## config.mk

```make
export PLATFORM = sky130hd
export DESIGN_NAME = spi_tgt
export DESIGN_NICKNAME = d
export VERILOG_FILES = /design/src/rtl/spi_tgt_pkg.sv /design/src/rtl/spi_tgt_sync.sv /design/src/rtl/spi_tgt_edges.sv /design/src/rtl/spi_tgt_shifter.sv /design/src/rtl/spi_tgt.sv
export SDC_FILE = /design/constraint.sdc
export NUM_CORES = 1
export LEC_CHECK = 0
export BUFFER_PORTS_ARGS = -buffer_cell sky130_fd_sc_hd__buf_2
export CAP_MARGIN = 20
export CORE_UTILIZATION = 56
export CTS_CLUSTER_SIZE = 28
export DETAILED_ROUTE_END_ITERATION = 7
export PLACE_DENSITY_LB_ADDON = 0.15
export SLEW_MARGIN = 20
export SYNTH_ARGS = -nofsm -noshare
export SYNTH_HDL_FRONTEND = slang
export SYNTH_SLANG_ARGS = --single-unit
```

## constraint.sdc

```tcl
create_clock -name clk_i -period 2 [get_ports clk_i]
set_input_delay 0.5 -clock clk_i [delete_from_list [all_inputs] [get_ports clk_i]]
set_output_delay 0.5 -clock clk_i [all_outputs]
set_load 0.005 [all_outputs]
```

## src/rtl/spi_tgt_pkg.sv

```systemverilog
package spi_tgt_pkg;

    localparam int unsigned WORD_W_DEF      = 8;
    localparam int unsigned SYNC_STAGES_DEF = 2;

    // Serial-clock and select events seen in the system clock domain
    typedef struct packed {
        logic sample;   // capture MOSI
        logic launch;   // advance MISO
        logic ss_fall;  // select asserted
        logic ss_rise;  // select released
    } spi_ev_t;

endpackage

```

## src/rtl/spi_tgt_sync.sv

```systemverilog
module spi_tgt_sync #(
    parameter int unsigned   W       = 3,
    parameter int unsigned   STAGES  = 2,
    parameter logic [W-1:0]  RST_VAL = '0
) (
    input  logic         clk_i,
    input  logic         rst_ni,
    input  logic [W-1:0] d_i,
    output logic [W-1:0] q_o
);

    logic [W-1:0] stg_d [STAGES];
    logic [W-1:0] stg_q [STAGES];

    always_comb begin
        stg_d[0] = d_i;
        for (int k = 1; k < STAGES; k++) begin
            stg_d[k] = stg_q[k-1];
        end
    end

    for (genvar g = 0; g < STAGES; g++) begin : g_stage
        always_ff @(posedge clk_i or negedge rst_ni) begin
            if (!rst_ni) stg_q[g] <= RST_VAL;
            else         stg_q[g] <= stg_d[g];
        end
    end

    assign q_o = stg_q[STAGES-1];

endmodule

```

## src/rtl/spi_tgt_edges.sv

```systemverilog
module spi_tgt_edges
    import spi_tgt_pkg::*;
(
    input  logic    clk_i,
    input  logic    rst_ni,
    input  logic    cpol_i,
    input  logic    cpha_i,
    input  logic    sck_s_i,
    input  logic    ss_s_i,
    output spi_ev_t ev_o
);

    typedef struct packed {
        logic sck_prev;
        logic ss_prev;
    } edge_st_t;

    edge_st_t st_d, st_q;
    logic rise, fall, lead, trail;

    always_comb begin
        st_d.sck_prev = sck_s_i;
        st_d.ss_prev  = ss_s_i;

        rise  = sck_s_i & ~st_q.sck_prev;
        fall  = ~sck_s_i & st_q.sck_prev;
        lead  = cpol_i ? fall : rise;
        trail = cpol_i ? rise : fall;

        ev_o.sample  = cpha_i ? trail : lead;
        ev_o.launch  = cpha_i ? lead  : trail;
        ev_o.ss_fall = ~ss_s_i & st_q.ss_prev;
        ev_o.ss_rise = ss_s_i & ~st_q.ss_prev;
    end

    always_ff @(posedge clk_i or negedge rst_ni) begin
        if (!rst_ni) begin
            st_q.sck_prev <= 1'b0;
            st_q.ss_prev  <= 1'b1;
        end else begin
            st_q <= st_d;
        end
    end

    // one serial edge is either a sample or a launch, never both
    p_single_role_r4: assert property (@(posedge clk_i) disable iff (!rst_ni)
        $onehot0({ev_o.sample, ev_o.launch}));

endmodule

```

## src/rtl/spi_tgt_shifter.sv

```systemverilog
module spi_tgt_shifter
    import spi_tgt_pkg::*;
#(
    parameter int unsigned W = WORD_W_DEF
) (
    input  logic         clk_i,
    input  logic         rst_ni,
    input  logic         en_i,       // slave role selected
    input  logic         ss_s_i,     // synchronised select, active low
    input  logic         cpha_i,
    input  logic         mosi_s_i,
    input  spi_ev_t      ev_i,
    input  logic [W-1:0] tx_word_i,
    output logic         miso_o,
    output logic         done_o,
    output logic [W-1:0] rx_word_o,
    output logic         abort_o
);

    localparam int unsigned CW = (W > 1) ? $clog2(W) : 1;
    localparam logic [CW-1:0] LAST = CW'(W - 1);

    typedef struct packed {
        logic [CW-1:0] cnt;
        logic [W-1:0]  tx_sh;
        logic [W-2:0]  rx_sh;
    } shf_st_t;

    shf_st_t st_d, st_q;
    logic active;

    always_comb begin
        st_d      = st_q;
        done_o    = 1'b0;
        abort_o   = 1'b0;
        active    = en_i & ~ss_s_i;
        rx_word_o = {st_q.rx_sh, mosi_s_i};

        if (!en_i) begin
            st_d.cnt = '0;
        end else if (ev_i.ss_rise) begin
            abort_o  = (st_q.cnt != '0);
            st_d.cnt = '0;
        end else if (active) begin
            if (ev_i.ss_fall && !cpha_i) begin
                st_d.tx_sh = tx_word_i;
            end
            if (ev_i.launch) begin
                if (cpha_i && st_q.cnt == '0) st_d.tx_sh = tx_word_i;
                else                          st_d.tx_sh = {st_q.tx_sh[W-2:0], 1'b0};
            end
            if (ev_i.sample) begin
                st_d.rx_sh = rx_word_o[W-2:0];
                if (st_q.cnt == LAST) begin
                    st_d.cnt = '0;
                    done_o   = 1'b1;
                end else begin
                    st_d.cnt = st_q.cnt + 1'b1;
                end
            end
        end
    end

    always_ff @(posedge clk_i or negedge rst_ni) begin
        if (!rst_ni) st_q <= '0;
        else         st_q <= st_d;
    end

    assign miso_o = st_q.tx_sh[W-1];

    // a select release always restarts the bit count
    p_restart_on_release_r9: assert property (@(posedge clk_i) disable iff (!rst_ni)
        (en_i && ev_i.ss_rise) |=> (st_q.cnt == '0));

endmodule

```

## src/rtl/spi_tgt.sv

```systemverilog
module spi_tgt
    import spi_tgt_pkg::*;
#(
    parameter int unsigned W      = WORD_W_DEF,
    parameter int unsigned STAGES = SYNC_STAGES_DEF
) (
    input  logic         clk_i,
    input  logic         rst_ni,
    input  logic         cfg_master,
    input  logic         cfg_cpol,
    input  logic         cfg_cpha,
    input  logic         cfg_mfault_en,
    input  logic         sck_in,
    input  logic         ss_n_in,
    input  logic         mosi_in,
    output logic         miso_out,
    output logic         miso_oe,
    input  logic [W-1:0] tx_data,
    input  logic         tx_load,
    output logic [W-1:0] rx_data,
    input  logic         rx_read,
    output logic         rx_full,
    output logic         ovf,
    output logic         mfault,
    input  logic         err_clr
);

    typedef struct packed {
        logic [W-1:0] tx_buf;
        logic [W-1:0] rx_buf;
        logic         full;
        logic         ovf;
        logic         mf;
    } top_st_t;

    top_st_t st_d, st_q;

    logic [2:0]   pins_s;
    logic         sck_s, ss_s, mosi_s;
    spi_ev_t      ev;
    logic         done, abort, en, full_eff;
    logic [W-1:0] rx_word;

    spi_tgt_sync #(.W(3), .STAGES(STAGES), .RST_VAL(3'b010)) u_sync (
        .clk_i (clk_i),
        .rst_ni(rst_ni),
        .d_i   ({sck_in, ss_n_in, mosi_in}),
        .q_o   (pins_s)
    );

    assign sck_s  = pins_s[2];
    assign ss_s   = pins_s[1];
    assign mosi_s = pins_s[0];
    assign en     = ~cfg_master;

    spi_tgt_edges u_edges (
        .clk_i  (clk_i),
        .rst_ni (rst_ni),
        .cpol_i (cfg_cpol),
        .cpha_i (cfg_cpha),
        .sck_s_i(sck_s),
        .ss_s_i (ss_s),
        .ev_o   (ev)
    );

    spi_tgt_shifter #(.W(W)) u_shift (
        .clk_i    (clk_i),
        .rst_ni   (rst_ni),
        .en_i     (en),
        .ss_s_i   (ss_s),
        .cpha_i   (cfg_cpha),
        .mosi_s_i (mosi_s),
        .ev_i     (ev),
        .tx_word_i(st_q.tx_buf),
        .miso_o   (miso_out),
        .done_o   (done),
        .rx_word_o(rx_word),
        .abort_o  (abort)
    );

    always_comb begin
        st_d     = st_q;
        full_eff = st_q.full & ~rx_read;
        st_d.full = full_eff;
        if (err_clr) begin
            st_d.ovf = 1'b0;
            st_d.mf  = 1'b0;
        end
        if (tx_load) st_d.tx_buf = tx_data;
        if (done) begin
            if (full_eff) begin
                st_d.ovf = 1'b1;
            end else begin
                st_d.full   = 1'b1;
                st_d.rx_buf = rx_word;
            end
        end
        if (abort && cfg_mfault_en) st_d.mf = 1'b1;
    end

    always_ff @(posedge clk_i or negedge rst_ni) begin
        if (!rst_ni) st_q <= '0;
        else         st_q <= st_d;
    end

    assign miso_oe = en & ~ss_s;
    assign rx_data = st_q.rx_buf;
    assign rx_full = st_q.full;
    assign ovf     = st_q.ovf;
    assign mfault  = st_q.mf;

    // the full flag only rises after a completed word
    p_full_after_word_r7: assert property (@(posedge clk_i) disable iff (!rst_ni)
        $rose(st_q.full) |-> $past(done));

    // overflow only arises while a word was already waiting
    p_ovf_needs_full_r8: assert property (@(posedge clk_i) disable iff (!rst_ni)
        $rose(st_q.ovf) |-> $past(st_q.full));

    // the waiting word survives an overflow
    p_ovf_keeps_word_r8: assert property (@(posedge clk_i) disable iff (!rst_ni)
        $rose(st_q.ovf) |-> $stable(st_q.rx_buf));

    // a masked mode fault never appears
    p_mf_masked_r10: assert property (@(posedge clk_i) disable iff (!rst_ni)
        (!cfg_mfault_en && !st_q.mf) |=> !st_q.mf);

endmodule

```

Word level (Yosys, flattened, before mapping)

Cells that the tools add are included.

Logic and storage cells: 66
Bits of input ports: 20
Output and inout port bits: 13
Register bits after elaboration: 45

Bitwise operators: 14
Reductions and logical operators: 14
Mux-type cells: 24
$add $sub $neg: 1
Eq/ne operators: 1

Operators with widths:

| kind                  | count |
|---|---|
| $mux W8               | 3 |
| $mux W18              | 1 |
| $mux W1               | 13 |
| $mux W3               | 4 |
| $reduce_bool A3 Y1    | 3 |
| $not A1 Y1            | 8 |
| $reduce_and A4 Y1     | 2 |
| $mux W7               | 1 |
| $and A1 B1 Y1         | 6 |
| $mux W2               | 2 |
| $reduce_and A2 Y1     | 2 |
| $reduce_bool A2 Y1    | 2 |
| $add A3 B1 Y3 const B | 1 |
| $eq A3 B3 Y1 const B  | 1 |
| $logic_and A1 B1 Y1   | 3 |
| $logic_not A3 Y1      | 1 |
| $logic_not A1 Y1      | 1 |

Depth between registers and ports, before layout

Gate-level depths: netlist of the first run.

Word-level depth: 9
Depth in mapped cells: 7
Mapped depth without buffers: 6

By module

Synthesis of the first run repeated with hierarchy kept, for this count alone.

Cell total of the unflattened synthesis: 174
Area total of the unflattened synthesis: 2,108.3 sq um

By module, submodules not included:

| module          | cells an instance | sequential area each (sq um) | times used | area each (sq um) |
|---|---|---|---|---|
| spi_tgt_shifter | 104               | 450.4                        | 1          | 1,037.2 |
| spi_tgt         | 55                | 475.5                        | 1          | 813.3 |
| spi_tgt_sync    | 6                 | 152.6                        | 1          | 152.6 |
| spi_tgt_edges   | 9                 | 51.3                         | 1          | 105.1 |

Worst setup path after synthesis of the first run

No wires, ideal clock.

Path type: input port to flip-flop
Start point: input cfg_cpha
End point: register st_q (netlist bit rx_data[0])
Path buffers: 2
Stages: 6
Setup slack: -0.013 ns
Library setup time: 0.125 ns
Required time: 1.875 ns
Arrival: 1.888 ns
Cell sequence: buf_2 > xnor2_1 > mux2i_2 > and4_1 > buf_4 > mux2_2

Word-level cells in the longest chain between the ends: 6

Ends and longest elaborated chain:

| element                     | line                  | text |
|---|---|---|
| start, declared             | spi_tgt.sv:11         | `input logic cfg_cpha,` |
| $mux W1                     | spi_tgt_edges.sv:30   | `ev_o.sample = cpha_i ? trail : lead;` |
| $mux W1                     | spi_tgt_shifter.sv:52 | `if (ev_i.sample) begin` |
| $mux W1                     | spi_tgt_shifter.sv:44 | `end else if (active) begin` |
| $mux W1                     | spi_tgt_shifter.sv:41 | `end else if (ev_i.ss_rise) begin` |
| $mux W1                     | spi_tgt_shifter.sv:39 | `if (!en_i) begin` |
| $reduce_and A2 Y1 (no line) | -                     |  |
| end signal, assigned        | spi_tgt.sv:103        | `else st_q <= st_d;` |
| end, declared               | spi_tgt.sv:36         | `top_st_t st_d, st_q;` |

No other way between the ends.
A chain may end at the register's enable or synchronous reset.

Worst setup path in the final report of the first run

Start point: register u_sync.stg_q (netlist bit u_sync.q_o[2])
End point: register u_shift.st_q[12] (netlist name)

Word-level cells in the longest chain between the ends: 6
Elaborated cells between the ends (all ways): 9
Classes of those cells: 4 x mux; 3 x bitwise; 2 x reduce/logical

Ends and longest elaborated chain:

| element                         | line                                     | text |
|---|---|---|
| start, declared                 | spi_tgt_sync.sv:13                       | `logic [W-1:0] stg_q [STAGES];` |
| start signal, assigned by index | spi_tgt_sync.sv:25                       | `else stg_q[g] <= stg_d[g];` |
| $not A1 Y1                      | spi_tgt_edges.sv:26                      | `fall = ~sck_s_i & st_q.sck_prev;` |
| $and A1 B1 Y1                   | spi_tgt_edges.sv:26                      |  |
| $mux W1 (on tied branches)      | spi_tgt_edges.sv:28, spi_tgt_edges.sv:27 |  |
| $mux W1 *                       | spi_tgt_edges.sv:31                      | `ev_o.launch = cpha_i ? lead : trail;` |
| $reduce_bool A2 Y1 (no line)    | -                                        |  |
| $reduce_and A4 Y1 (no line)     | -                                        |  |
| end signal, assigned            | spi_tgt_shifter.sv:66                    | `else st_q <= st_d;` |
| end, declared                   | spi_tgt_shifter.sv:29                    | `shf_st_t st_d, st_q;` |

Mark *: on every way between the ends. The rest lies on a longest branch, timed or not.

==> impl_metrics.ini, run 1 <==
[clock_tree]
cts.clk_slew.worst_paths_ns = 0.09
tritoncts = yes
post-cts-setup-buffers = 0
cts_buffer_depth = 2
root_buffer = clkbuf_8
cts_sinks = 45
ctsHoldBuffers = 0
cts_made_buffers = 5
cts_repair_resize_count = 0
clock_latency_ns = 0.31
htree_levels = 2

[timing]
period_share_pct = 94.2
setup_viol = 0
relSlewSlack_pct = 64.1
worst_slew_pin_slew_ns = 0.538
min_period_ns = 1.88
finClkSkew_ns = 0.00233
max_freq_mhz = 531
finalMaxSlewViolations = 0
hold_viol_final = 0
rsz0062_at_grt = false

[cells_and_area]
fin_nets = 231
areaGrowthSynthToFinish_pct = 15.7
fin_util_pct = 67.7
nFillCells = 273
num_antenna_cells = 0
drive_above_1_share_pct = 43.5

[setup_path]
crit_arrival_ns = 2.08
slowest_stage = or4b_2
cp.required_ns = 2.20
crit_path_end_kind = register
crit_buf_inv = 0
slowest_delay_ns = 0.79
crit_chain = or4b_2 > nand3_1 > o211ai_1 > mux2_2
cp_top_family = simple AND/OR/NAND/NOR gates
crit_type = reg -> reg
critPathMaxFanout = 9
critPathLaunchType = register

[placed_design]
dp.final_hpwl_mm = 3.09
routabilityCongestion = 0.818
port_buffers = 32

[grt]
grt_pass1_wl_mm = 7.13
grt_use_total_pct = 23.8
antenna_found_initial = 0
grt_max_degree = 25
overflow = 0
first_global_vias = 1484

[route]
ant_nets = 0
viasPerCell = 5.70
wl_per_cell_um = 16.5
drtPass1Iterations = 7
drtIter0Drc = 71
vias = 1466
drt-total-wl_mm = 4.24
drc = 0

[synthesis]
syn_area_sq_um = 2140
synth_top_area_share_pct = 49.1
yosysTopAreaCell = dfrtp_1
synth-compound-area-share_pct = 9.75
yosysWarningCount = 0
synthCells = 174
synthAdderAreaFrac_pct = 1.75
ys_ff_latch = 45
yosys.area_share.xor_xnor_pct = 0.409
synthTopCellsByArea = dfrtp_1 49%, mux2_2 16%, dfstp_2 3.7%
syn_area_per_cell_sq_um = 12.3
yosys.area_share.simple_pct = 12.8
synth_nets = 197
yosysSeqAreaShare_pct = 52.7
synth_top_family_by_area = multiplexers
synthFlopType = dfrtp_1
ys_types = 39
synth_edf_count = 0
synth_mux_area_share_pct = 16.9
synthArstFlopShare_pct = 100

[floorplan]
fp.dieW_um = 63.8
ios = 33
core_area_sq_um = 3660
dieArea_sq_um = 4080
fp-row-count = 22
start_util_pct = 58.5
dieHeight_um = 63.8

[flow_run]
cap_violations = 0

[power_and_ir_drop]
ir_worst_vdd_uv = 610
power_leakage_nw = 1.18
p_per_area_nw_per_um2 = 869
finalPower_mw = 2.15

[min_path]
hp-class = in -> async

[outcome]
outcome = finished clean
area by class of cell:
class	count	area, sq um	share of cell area (%)
Sequential cell	45	1130	45.6
Tap cell	48	60.1	2.42
Inverter	5	18.8	0.758
Clock buffer	5	68.8	2.78
Timing Repair Buffer	44	250	10.1
Multi-Input combinational cell	107	900	36.3
Clock inverter	3	50.0	2.02
metal layers:
layer | part of all wire [%] | track usage, %
met1 | 45 | 31.9
met2 | 47 | 35.8
met3 | 4.8 | 6.61
met4 | 2.6 | 11.1
met5 | 0 | 0
path summary, 6_finish.rpt:
check,slack [ns],endpoint,cells after the start,start
min in group clk_i,0.29,u_sync.stg_d[1],1,ss_n_in
min,0.16,u_shift.st_q[10],1,rst_ni
max,0.12,u_shift.st_q[12],4,u_sync.q_o[2]
max reg2reg,0.12,u_shift.st_q[12],4,u_sync.q_o[2]
max in group asynchronous,1.18,u_sync.q_o[1],2,rst_ni
min reg2reg,0.36,u_sync.q_o[0],0,u_sync.stg_d[0]
registers in the layout (all words and copies together), names as in the netlist:
name and cells:
mfault 1, u_edges.st_q 2, rx_data 8, rx_full 1, u_shift.miso_o 1, u_sync.stg_d 3
u_sync.q_o 3, ovf 1, u_shift.rx_word_o 7, u_shift.st_q 10, st_q 8
per-stage QoR:
| stage | std cells | TNS (ns) | hold slack, ns | worst slack, ns | cell area, sq um |
|---|---|---|---|---|---|
| final | 257 | 0 | 0.160 | 0.116 | 2480 |
| after floorplan | 174 | 0 | 0.204 | 0.0236 | 2150 |
| after detailed placement | 249 | -0.359 | 0.340 | -0.0556 | 2360 |
| after global routing | 257 | 0 | 0.205 | 0.0326 | 2480 |
| after CTS | 257 | 0 | 0.173 | 0.123 | 2480 |
| after global placement | 249 | -0.164 | 0.339 | -0.0334 | 2360 |
Yosys cell counts, types with 2 or more instances:
cell type  instances
dfrtp_1           42
mux2_2            31
buf_4              9
nand3_1            8
o21ai_0            8
nor2b_1            7
o2111ai_1          7
o211ai_1           7
inv_1              5
nand2b_1           5
clkbuf_1           4
nand2_1            4
and3b_1            3
dfstp_2            3
ha_1               3
nor2_1             3
buf_2              2
o32ai_1            2
cell families after synthesis:
logic type | count (synthesis)
fa+ha+maj | 3
compound gates | 29
mux | 32
xor+xnor | 1
flops | 45
simple gates | 42
buf+inv | 22
placed cells by master (no fill, tap or decap), types with 2 or more instances in the layout:
master | Yosys | routed
buf_4 | 9 | 12
mux2_2 | 31 | 31
buf_2 | 2 | 32
o32ai_1 | 2 | 2
ha_1 | 3 | 3
inv_1 | 5 | 5
nand3_1 | 8 | 8
and3b_1 | 3 | 3
nor2_1 | 3 | 3
dfrtp_1 | 42 | 42
dfstp_2 | 3 | 3
nor2b_1 | 7 | 7
o211ai_1 | 7 | 7
o2111ai_1 | 7 | 7
nand2b_1 | 5 | 5
clkbuf_8 | 0 | 5
nand2_1 | 4 | 4
o21ai_0 | 8 | 8
report_power, final:
part	internal [mW]	total, mW	switching (mW)	leakage (nW)
sequential	1.03	1.12	0.0899	0.566
clock	0.383	0.724	0.341	0.0603
combinational	0.176	0.305	0.128	0.555
total	1.59	2.15	0.559	1.18
(Power assumes the default switching activity.)
==> run 2, diff against run 1 <==
--- a/config.mk
+++ b/config.mk
@@ -14,4 +14,5 @@
 export SLEW_MARGIN = 20
 export SYNTH_ARGS = -nofsm -noshare
 export SYNTH_HDL_FRONTEND = slang
+export SYNTH_HIERARCHICAL = 1
 export SYNTH_SLANG_ARGS = --single-unit
==> impl_metrics.ini, run 2 <==
[synthesis]
yosysSeqAreaShare_pct = 53.6
synth_top_area_share_pct = 49.9
synthFlopType = dfrtp_1
synthTopCellsByArea = dfrtp_1 50%, mux2_2 8.0%, buf_4 5.7%
syn_area_per_cell_sq_um = 12.1
yosysWarningCount = 6
ys_types = 32
synthCells = 174
ys_ff_latch = 45
ys_top_cells_by_count = 42 x dfrtp_1, 16 x buf_4, 16 x inv_1
yosysTopAreaCell = dfrtp_1
synthArstFlopShare_pct = 100
synth.most_common_cell = dfrtp_1
syn_area_sq_um = 2110
synth_nets = 197
synth_edf_count = 0

[clock_tree]
cts.clk_slew.worst_paths_ns = 0.08
cts_sinks = 45
cts_made_buffers = 5
root_buffer = clkbuf_8
cts_repair_resize_count = 0
ctsHoldBuffers = 0
cts_buffer_depth = 2
post-cts-setup-buffers = 0
htree_levels = 2
tritoncts = yes
clock_latency_ns = 0.29

[setup_path]
crit_path_start = u_sync/q_o[1]
crit_arrival_ns = 2.04
critPathLaunchType = register
slowest_delay_ns = 0.59
cp.required_ns = 2.18
critPathMaxFanout = 8
crit_type = reg -> reg
r2r-start = u_sync/q_o[1]
crit_path_end_kind = register
timing.rr.end = rx_data[7]
worst-r2r-setup-slack_ns = 0.14
slowest_stage = dfstp_2
crit_chain = nor2b_1 > or2b_1 > nor2_4 > and2_1 > nand2_4 > mux2_4
rr_worst_depth = 6

[timing]
finalMaxSlewViolations = 0
max_freq_mhz = 537
period_share_pct = 93.1
min_period_ns = 1.86
setup_viol = 0
rsz0062_at_grt = false
relSlewSlack_pct = 56.8
hold_viol_final = 0
layout_setup_ws_ns = 0.137
worst_slew_pin_slew_ns = 0.648
finClkSkew_ns = 0.00682

[placed_design]
detailedPlace.worstSlack_ns = -0.129
post-place-cells = 237
dp.final_hpwl_mm = 2.60
routabilityCongestion = 0.745
port_buffers = 32

[power_and_ir_drop]
finalPower_mw = 1.91
p_per_area_nw_per_um2 = 820
ir_worst_vdd_uv = 650
power_leakage_nw = 1.17

[outcome]
outcome = finished clean

[floorplan]
dieArea_sq_um = 4010
fp-row-count = 21
core_area_sq_um = 3470
fp.dieW_um = 63.4
start_util_pct = 60.8
ios = 33
dieHeight_um = 63.4

[route]
drc = 0
drtIter0Drc = 63
ant_nets = 0
wl_per_cell_um = 13.7
drtPass1Iterations = 4
drt-total-wl_mm = 3.36
viasPerCell = 5.19
vias = 1271

[cells_and_area]
fin_nets = 221
num_antenna_cells = 0
top_register = u_shift/st_q
layout_commonest_cell = dfrtp_1
areaGrowthSynthToFinish_pct = 10.3
largest_reg_flops = 10
final_cells = 245
final_cell_mix = 42 x dfrtp_1, 32 x buf_2, 16 x inv_1
drive_above_1_share_pct = 38.2

[grt]
antenna_found_initial = 0
overflow = 0
first_global_vias = 1323
grt_use_total_pct = 18.8
grt_pass1_wl_mm = 5.80
grt_max_degree = 31

[flow_run]
cap_violations = 0

[min_path]
hp-class = in -> async
## run 2: cell types whose count changed in the layout (fill, tap and decap cells not counted), sizes merged, moves of 8 or more
cell / before / now
nand3: 9 / 0
inv: 6 / 16
and2: 0 / 8
mux2: 31 / 23
## run 2: cell families (layout without fill, tap and decap cells)
kind of cell | Yosys count | after routing | synth area share (%)
and+or+nand+nor | 32 | 32 | 9.32
xor gates and xnor gates | 1 | 1 | 0.416
buffers and inverters | 38 | 63 | 10.4
adders and majority gates | 3 | 3 | 1.78
DFF | 45 | 45 | 53.6
AOI/OAI and AO/OA | 28 | 28 | 8.90
muxes | 27 | 27 | 15.6
## run 2: worst max-delay path by stage
stage            endpoint  slack, ns
2_1_floorplan  rx_data[0]       0.02
3_3_place_gp   rx_data[0]      -0.07
3_5_place_dp   rx_data[7]      -0.13
6_report       rx_data[7]       0.14
4_1_cts        rx_data[7]       0.14
5_1_grt        rx_data[7]       0.02
## run 2: worst max-delay path, delay by kind of cell (launching register included)
family	cells	cell delay, ns
AND/OR/NAND/NOR	5	0.85
multiplexers	1	0.31
flip-flops	1	0.59
## run 2: metal layers
metal	wire length [um]	track usage [%]	vias to the layer above
li1	-	-	615
met1	1430	22.5	630
met2	1770	32.4	19
met3	103	3.99	7
met4	51	7.67	0
met5	0	0	-
## run 2: report_power, final
part,internal (mW),leakage (nW),switching [mW]
Clock,0.281,0.0445,0.288
Sequential,1.02,0.561,0.0629
Combinational,0.135,0.562,0.119
Total,1.44,1.17,0.471
## run 2: final cells by class
cell class                 instances  area (sq um)
sequential                        45          1130
inverter                          16          60.1
fill                             284          1140
clock inverter                     1          7.51
clock buffer                       7          86.3
tap                               46          57.6
multi-input combinational         91           772
timing repair buffer              39           213
## run 2: per-stage QoR
step / TNS [ns] / util (%) / hold WS (ns) / instance area (sq um)
4_1_cts: 0 / 67.1 / 0.251 / 2330
3_3_place_gp: -0.591 / 64.4 / 0.336 / 2230
3_5_place_dp: -1.06 / 64.4 / 0.337 / 2230
5_1_grt: 0 / 67.1 / 0.279 / 2330
2_1_floorplan: 0 / - / 0.204 / 2120
6_report: 0 / 67.1 / 0.229 / 2330
